**src/rtl/wpr_pkg.sv**
```systemverilog
package wpr_pkg;

  localparam int unsigned BIT_WPEN  = 7;
  localparam int unsigned BIT_BP_HI = 4;
  localparam int unsigned BIT_BP_LO = 3;
  localparam int unsigned BIT_RWEL  = 2;
  localparam int unsigned BIT_WEL   = 1;

  typedef struct packed {
    logic       wpen;
    logic [1:0] bp;
    logic       rwel;
    logic       wel;
  } wpr_state_t;

  // command decoded from written bits {RWEL, WEL}
  typedef enum logic [1:0] {
    CMD_CLEAR = 2'b00,
    CMD_LATCH = 2'b01,
    CMD_BAD   = 2'b10,
    CMD_ARM   = 2'b11
  } wpr_cmd_e;

  function automatic logic [7:0] pack_reg(input wpr_state_t s);
    logic [7:0] v;
    v = 8'h00;
    v[BIT_WPEN]            = s.wpen;
    v[BIT_BP_HI:BIT_BP_LO] = s.bp;
    v[BIT_RWEL]            = s.rwel;
    v[BIT_WEL]             = s.wel;
    return v;
  endfunction

  // lowest protected address for a block-protect code
  function automatic logic [31:0] prot_floor(input logic [31:0] depth,
                                             input logic [1:0]  bp);
    logic [31:0] lim;
    case (bp)
      2'b00:   lim = depth;
      2'b01:   lim = depth - (depth >> 2);
      2'b10:   lim = depth >> 1;
      default: lim = 32'd0;
    endcase
    return lim;
  endfunction

  function automatic logic in_block(input logic [31:0] addr,
                                    input logic [31:0] depth,
                                    input logic [1:0]  bp);
    return addr >= prot_floor(depth, bp);
  endfunction

endpackage

```
**src/rtl/wpr_route.sv**
```systemverilog
module wpr_route #(
  parameter int unsigned ADDR_W = 13
) (
  input  logic [ADDR_W-1:0] addr,
  input  logic              seq,
  input  logic              wr,
  input  logic              rd,
  output logic              reg_sel,
  output logic              reg_wr,
  output logic              reg_rd,
  output logic              arr_wr_req,
  output logic              arr_rd
);
  localparam logic [ADDR_W-1:0] TOP_ADDR = '1;

  logic top_hit;

  always_comb begin
    top_hit    = (addr == TOP_ADDR);
    reg_sel    = top_hit && !seq;
    reg_wr     = wr && reg_sel;
    reg_rd     = rd && reg_sel;
    arr_wr_req = wr && !reg_sel;
    arr_rd     = rd && !reg_sel;
  end
endmodule

```
**src/rtl/wpr_lock.sv**
```systemverilog
module wpr_lock
  import wpr_pkg::*;
#(
  parameter int unsigned DATA_W = 8
) (
  input  logic              clk,
  input  logic              rst_n,
  input  logic              reg_wr,
  input  logic [DATA_W-1:0] wdata,
  input  logic              wp_pin,
  output wpr_state_t        st,
  output logic              fire,
  output logic              latch_ev,
  output logic              arm_ev,
  output logic              commit_ev,
  output logic              clear_ev
);
  wpr_cmd_e cmd;

  always_comb begin
    cmd       = wpr_cmd_e'(wdata[BIT_RWEL:BIT_WEL]);
    fire      = reg_wr && !(st.wpen && wp_pin);
    latch_ev  = fire && (cmd == CMD_LATCH) && !st.rwel;
    commit_ev = fire && (cmd == CMD_LATCH) && st.rwel;
    arm_ev    = fire && (cmd == CMD_ARM) && st.wel;
    clear_ev  = fire && (cmd == CMD_CLEAR);
  end

  always_ff @(posedge clk) begin
    if (!rst_n) begin
      st <= '0;
    end else begin
      if (latch_ev) st.wel <= 1'b1;
      if (arm_ev)   st.rwel <= 1'b1;
      if (commit_ev) begin
        st.wpen <= wdata[BIT_WPEN];
        st.bp   <= wdata[BIT_BP_HI:BIT_BP_LO];
        st.rwel <= 1'b0;
      end
      if (clear_ev) begin
        st.wel  <= 1'b0;
        st.rwel <= 1'b0;
      end
    end
  end
endmodule

```
**src/rtl/wpr_gate.sv**
```systemverilog
module wpr_gate
  import wpr_pkg::*;
#(
  parameter int unsigned ADDR_W = 13
) (
  input  logic [ADDR_W-1:0] addr,
  input  logic              arr_wr_req,
  input  wpr_state_t        st,
  input  logic              wp_pin,
  output logic              blocked,
  output logic              arr_wr_ok
);
  localparam logic [31:0] DEPTH = 32'd1 << ADDR_W;

  always_comb begin
    blocked   = in_block(32'(addr), DEPTH, st.bp);
    arr_wr_ok = arr_wr_req && st.wel && !wp_pin && !blocked;
  end
endmodule

```
**src/rtl/wpr_unit.sv**
```systemverilog
module wpr_unit
  import wpr_pkg::*;
#(
  parameter int unsigned ADDR_W = 13,
  parameter int unsigned DATA_W = 8
) (
  input  logic              clk,
  input  logic              rst_n,
  input  logic [ADDR_W-1:0] acc_addr,
  input  logic [DATA_W-1:0] acc_wdata,
  input  logic              acc_wr,
  input  logic              acc_rd,
  input  logic              acc_seq,
  input  logic              wp_pin,
  output logic              reg_sel,
  output logic              reg_rd_en,
  output logic              arr_rd_en,
  output logic              arr_wr_ok,
  output logic [DATA_W-1:0] reg_rdata
);
  wpr_state_t st;
  logic reg_wr, arr_wr_req, blocked;
  logic fire, latch_ev, arm_ev, commit_ev, clear_ev;

  wpr_route #(.ADDR_W(ADDR_W)) u_route (
    .addr(acc_addr), .seq(acc_seq), .wr(acc_wr), .rd(acc_rd),
    .reg_sel(reg_sel), .reg_wr(reg_wr), .reg_rd(reg_rd_en),
    .arr_wr_req(arr_wr_req), .arr_rd(arr_rd_en)
  );

  wpr_lock #(.DATA_W(DATA_W)) u_lock (
    .clk(clk), .rst_n(rst_n), .reg_wr(reg_wr), .wdata(acc_wdata),
    .wp_pin(wp_pin), .st(st), .fire(fire), .latch_ev(latch_ev),
    .arm_ev(arm_ev), .commit_ev(commit_ev), .clear_ev(clear_ev)
  );

  wpr_gate #(.ADDR_W(ADDR_W)) u_gate (
    .addr(acc_addr), .arr_wr_req(arr_wr_req), .st(st), .wp_pin(wp_pin),
    .blocked(blocked), .arr_wr_ok(arr_wr_ok)
  );

  always_comb begin
    reg_rdata = DATA_W'(pack_reg(st));
  end
endmodule

```
**config.mk**
```make
export PLATFORM = sky130hd
export DESIGN_NAME = wpr_unit
export DESIGN_NICKNAME = d
export VERILOG_FILES = /design/src/rtl/wpr_pkg.sv /design/src/rtl/wpr_route.sv /design/src/rtl/wpr_lock.sv /design/src/rtl/wpr_gate.sv /design/src/rtl/wpr_unit.sv
export SDC_FILE = /design/constraint.sdc
export NUM_CORES = 1
export LEC_CHECK = 0
export ABC_AREA = 1
export BUFFER_PORTS_ARGS = -buffer_cell sky130_fd_sc_hd__buf_2
export CAP_MARGIN = 20
export CORE_MARGIN = 2
export CORE_UTILIZATION = 34
export DETAILED_ROUTE_END_ITERATION = 12
export PLACE_DENSITY = 0.73
export SLEW_MARGIN = 20
export SYNTH_ARGS = -nofsm -noshare
export SYNTH_HDL_FRONTEND = slang
export SYNTH_SLANG_ARGS = --single-unit
```
**constraint.sdc**
```tcl
create_clock -name clk -period 1.2 [get_ports clk]
set_input_delay 0.12 -clock clk [delete_from_list [all_inputs] [get_ports clk]]
set_output_delay 0.12 -clock clk [all_outputs]
set_load 0.005 [all_outputs]
```
==> key figures <==
Outcome
  – Run status: complete, but fails checks
  – Violated checks: setup timing

Hold path
  – Worst hold stages: 3
  – Hold path endpoint: u_lock.st[2]
  – Worst Min Path Start: acc_wdata[3]
  – Worst min path class: in2reg

Clocking
  – Worst-skew pair later-pin latency: 0.24 ns
  – Num Clock Sinks: 5
  – Reg clk slew, reported paths: 0.04 ns
  – CTS HTree Levels: 1
  – CTS Hold Bufs: 0
  – CTS buffer count: 3
  – CTS tree: yes
  – Clk root buf: clkbuf_4
  – CTS Buffer Depth: 2

Global routing
  – Initial antenna violation count: 0
  – First-pass GRT wire length: 2020 um
  – Vias in the first global route: about 560
  – Gr usage total: 14.0%
  – Gr ovfl total: 0
  – Pin count of the biggest net entering global routing: 8

Placed design
  – Gpl congestion: 0.786
  – Placed insts: 133
  – Port bufs: 32
  – HPWL after DPL: 1000 um
  – Setup slack after placement: -0.300 ns

Cells and area
  – Nets: 154
  – Layout fillers: approximately 140
  – # diodes: 0
  – Reg with most FFs: u_lock.st
  – Layout cell share with drive strength beyond 1: about 45%
  – Area grow syn2layout: 51.0%
  – Regs by FF count: u_lock.st (5)
  – Fin cells: about 140
  – Area taken by multi-input logic gates: 354 sq um
  – Register area: slightly above 100 sq um
  – Max reg flops: 5

Route
  – Total Wirelength: 1110 um
  – Met3 wire len: between 80 and 90 um
  – Wire length per cell: between 8 and 9 um
  – Drt drc: 0
  – DRT antenna net count: 0
  – Drt pass-1 iters: 3
  – Max Used Layer: met4
  – 1st-iter DRT viols: 9
  – Vias/cell: 4.35
  – Vias post-DR: slightly below 600
  – Met2 WL post-DR: 520 um
  – Met1 WL: 492 um

Yosys
  – Synth cell types: 19
  – Synth Register Bits: 5
  – Post-synthesis compound-gate area fraction: approximately 3.8%
  – Instance count of the mapped netlist: 84
  – Seq/Total Area, Yosys: 20.1%
  – Cell Area, Synth: 498 sq um
  – Xor/xnor share of the synthesized area: 0%
  – Largest family of logic cells by synthesized area: simple AND/OR/NAND/NOR gates
  – Post-Synth Simple-Gate Area: 47.2%
  – Yosys warns: 0
  – Top cells by area, synth: dfxtp_1, nor2_1, inv_1, nand2_1, ha_1
  – Synth Area in Adders: roughly a tenth
  – Top-area cell type share of the netlist area: 20.1%
  – Cell accounting for the most synthesized area: dfxtp_1
  – Multiplexer area fraction after synthesis: 0%
  – Mean Syn Cell Area: 5.93 sq um

Die
  – Row Count: 13
  – Core footprint: about 1300 sq um
  – Die Span Y: approximately 42 um
  – Initial Utilization: 37.3%
  – IO Pins: 39
  – Die extent in x: roughly 42 um
  – Die Area: 1790 sq um

STA
  – Fin crit share: 146%
  – Count of final max-slew check failures: 0
  – Final hold slack: 0.105 ns
  – Post-layout min period: around 1.7 ns
  – Skew final: ~0.0037 ns
  – Fin worst setup slack: -0.546 ns
  – Final setup viols: 1
  – Final hold viol count: 0
  – F_max: 573 MHz
  – RSZ-0062 raised after global routing: yes

Setup path
  – WP data required: 1.08 ns
  – CP cell instances: inv_2, ha_4, inv_2, ha_4, inv_2, nor2_2, nand4_1, nor2_1, nor4_2, buf_2
  – Worst reg2reg startpoint: u_lock.st[4]
  – Critical Path Source Type: flop
  – RR Endpoint: u_lock.st[4]
  – Slowest cell on crit path: dfxtp_2
  – CP Data Arrival Time: about 1.6 ns
  – Crit path kind: reg2out
  – Crit path buffers/inverters: 4
  – R2R cell count: 4
  – Max FO, Critical Path: 2
  – Cell family with most CP delay: adder cells
  – Most used cell, CP: inv_2
  – Critical Path End Type: output port
  – Reg2Reg Setup Slack: 0.16 ns
  – CP peak stage delay: 0.33 ns

Flow run
  – Max_cap viols: 0

Power
  – Pwr Total: roughly 0.00044 W
  – P per Cell Area: 587 nW/um^2
  – Leakage power: around 0.42 nW
  – VDD IR max: 0.000420 V
==> routing by layer <==
layer  GRT usage (%)  up-vias
met1            16.8      245
met4            7.50        0
li1                -      327
met2            24.0       22
met5               0        -
met3            1.72        2
==> where the power goes <==
part | total [W] | internal [W] | switching, W
combinational | 0.0000843 | 0.0000409 | 0.0000433
sequential | 0.000167 | 0.000167 | 0.000000000331
clock | 0.000191 | 0.000125 | 0.0000653
total | 0.000442 | 0.000333 | 0.000109
==> cell usage after synthesis (all sizes together) <==
library cell,number
nor2,22
inv,18
nand2,18
dfxtp,5
nand4,5
ha,4
buf,3
a21oi,2
nand3,2
nor3,2
conb,1
nor4,1
o21ai,1
==> cell families (layout without fill, tap and decap cells) <==
kind of cell	count (synthesis)	in the layout
adders and majority gates	4	4
DFF	5	5
other	1	3
AOI/OAI and AO/OA	3	3
and+or+nand+nor	50	50
buffers and inverters	21	57
==> worst register-to-register path, stage by stage (launching register included) <==
cell     delay, ns
dfxtp_1       0.33
a21oi_2       0.25
nand4_4       0.18
nor2_1        0.13
nor2_1        0.05
==> final cells by class <==
class	instances	share of cell area, %
timing repair buffer	35	24.3
clock buffer	4	3.49
sequential	5	13.6
inverter	18	8.99
tap	15	2.50
multi-input combinational	60	47.1
==> cells in the final DEF, fill, tap and decap left out <==
cell      count
inv_2         5
buf_4         3
nor4_2        1
dfxtp_1       3
nand3_1       2
clkbuf_1      1
nand2_2       1
nand4_4       1
nor2_4        1
buf_2        32
a21oi_2       1
nor2_2        2
nor2_1       19
o21ai_1       1
nand4_1       4
inv_1        13
nor3_2        1
conb_1        3
ha_4          2
nor3_1        1
clkbuf_4      3
ha_1          2
nand2_1      17
a21oi_1       1
dfxtp_2       2
==> timing repair <==
action,CTS,global route
endpoints found under the setup margin,1,1
setup buffers,0,0
gates resized for setup,0,1
pin swaps,0,1
==> stage by stage <==
stage          utilization [%]  TNS (ns)  area [sq um]
6_report                  56.4    -0.546           752
5_1_grt                   56.4    -0.632           752
4_1_cts                   56.2    -0.570           749
3_5_place_dp              54.2    -0.300           723
3_3_place_gp              54.2    -0.265           723
2_1_floorplan                -    -0.169           544
==> worst max-delay path by stage <==
stage,start,endpoint,cells after the start
final,u_lock.st[2],arr_wr_ok,10
after global routing,u_lock.st[2],arr_wr_ok,10
after CTS,u_lock.st[2],arr_wr_ok,10
after detailed placement,u_lock.st[2],arr_wr_ok,10
after global placement,u_lock.st[2],arr_wr_ok,10
after floorplan,u_lock.st[2],arr_wr_ok,7
(Power assumes the default switching activity.)
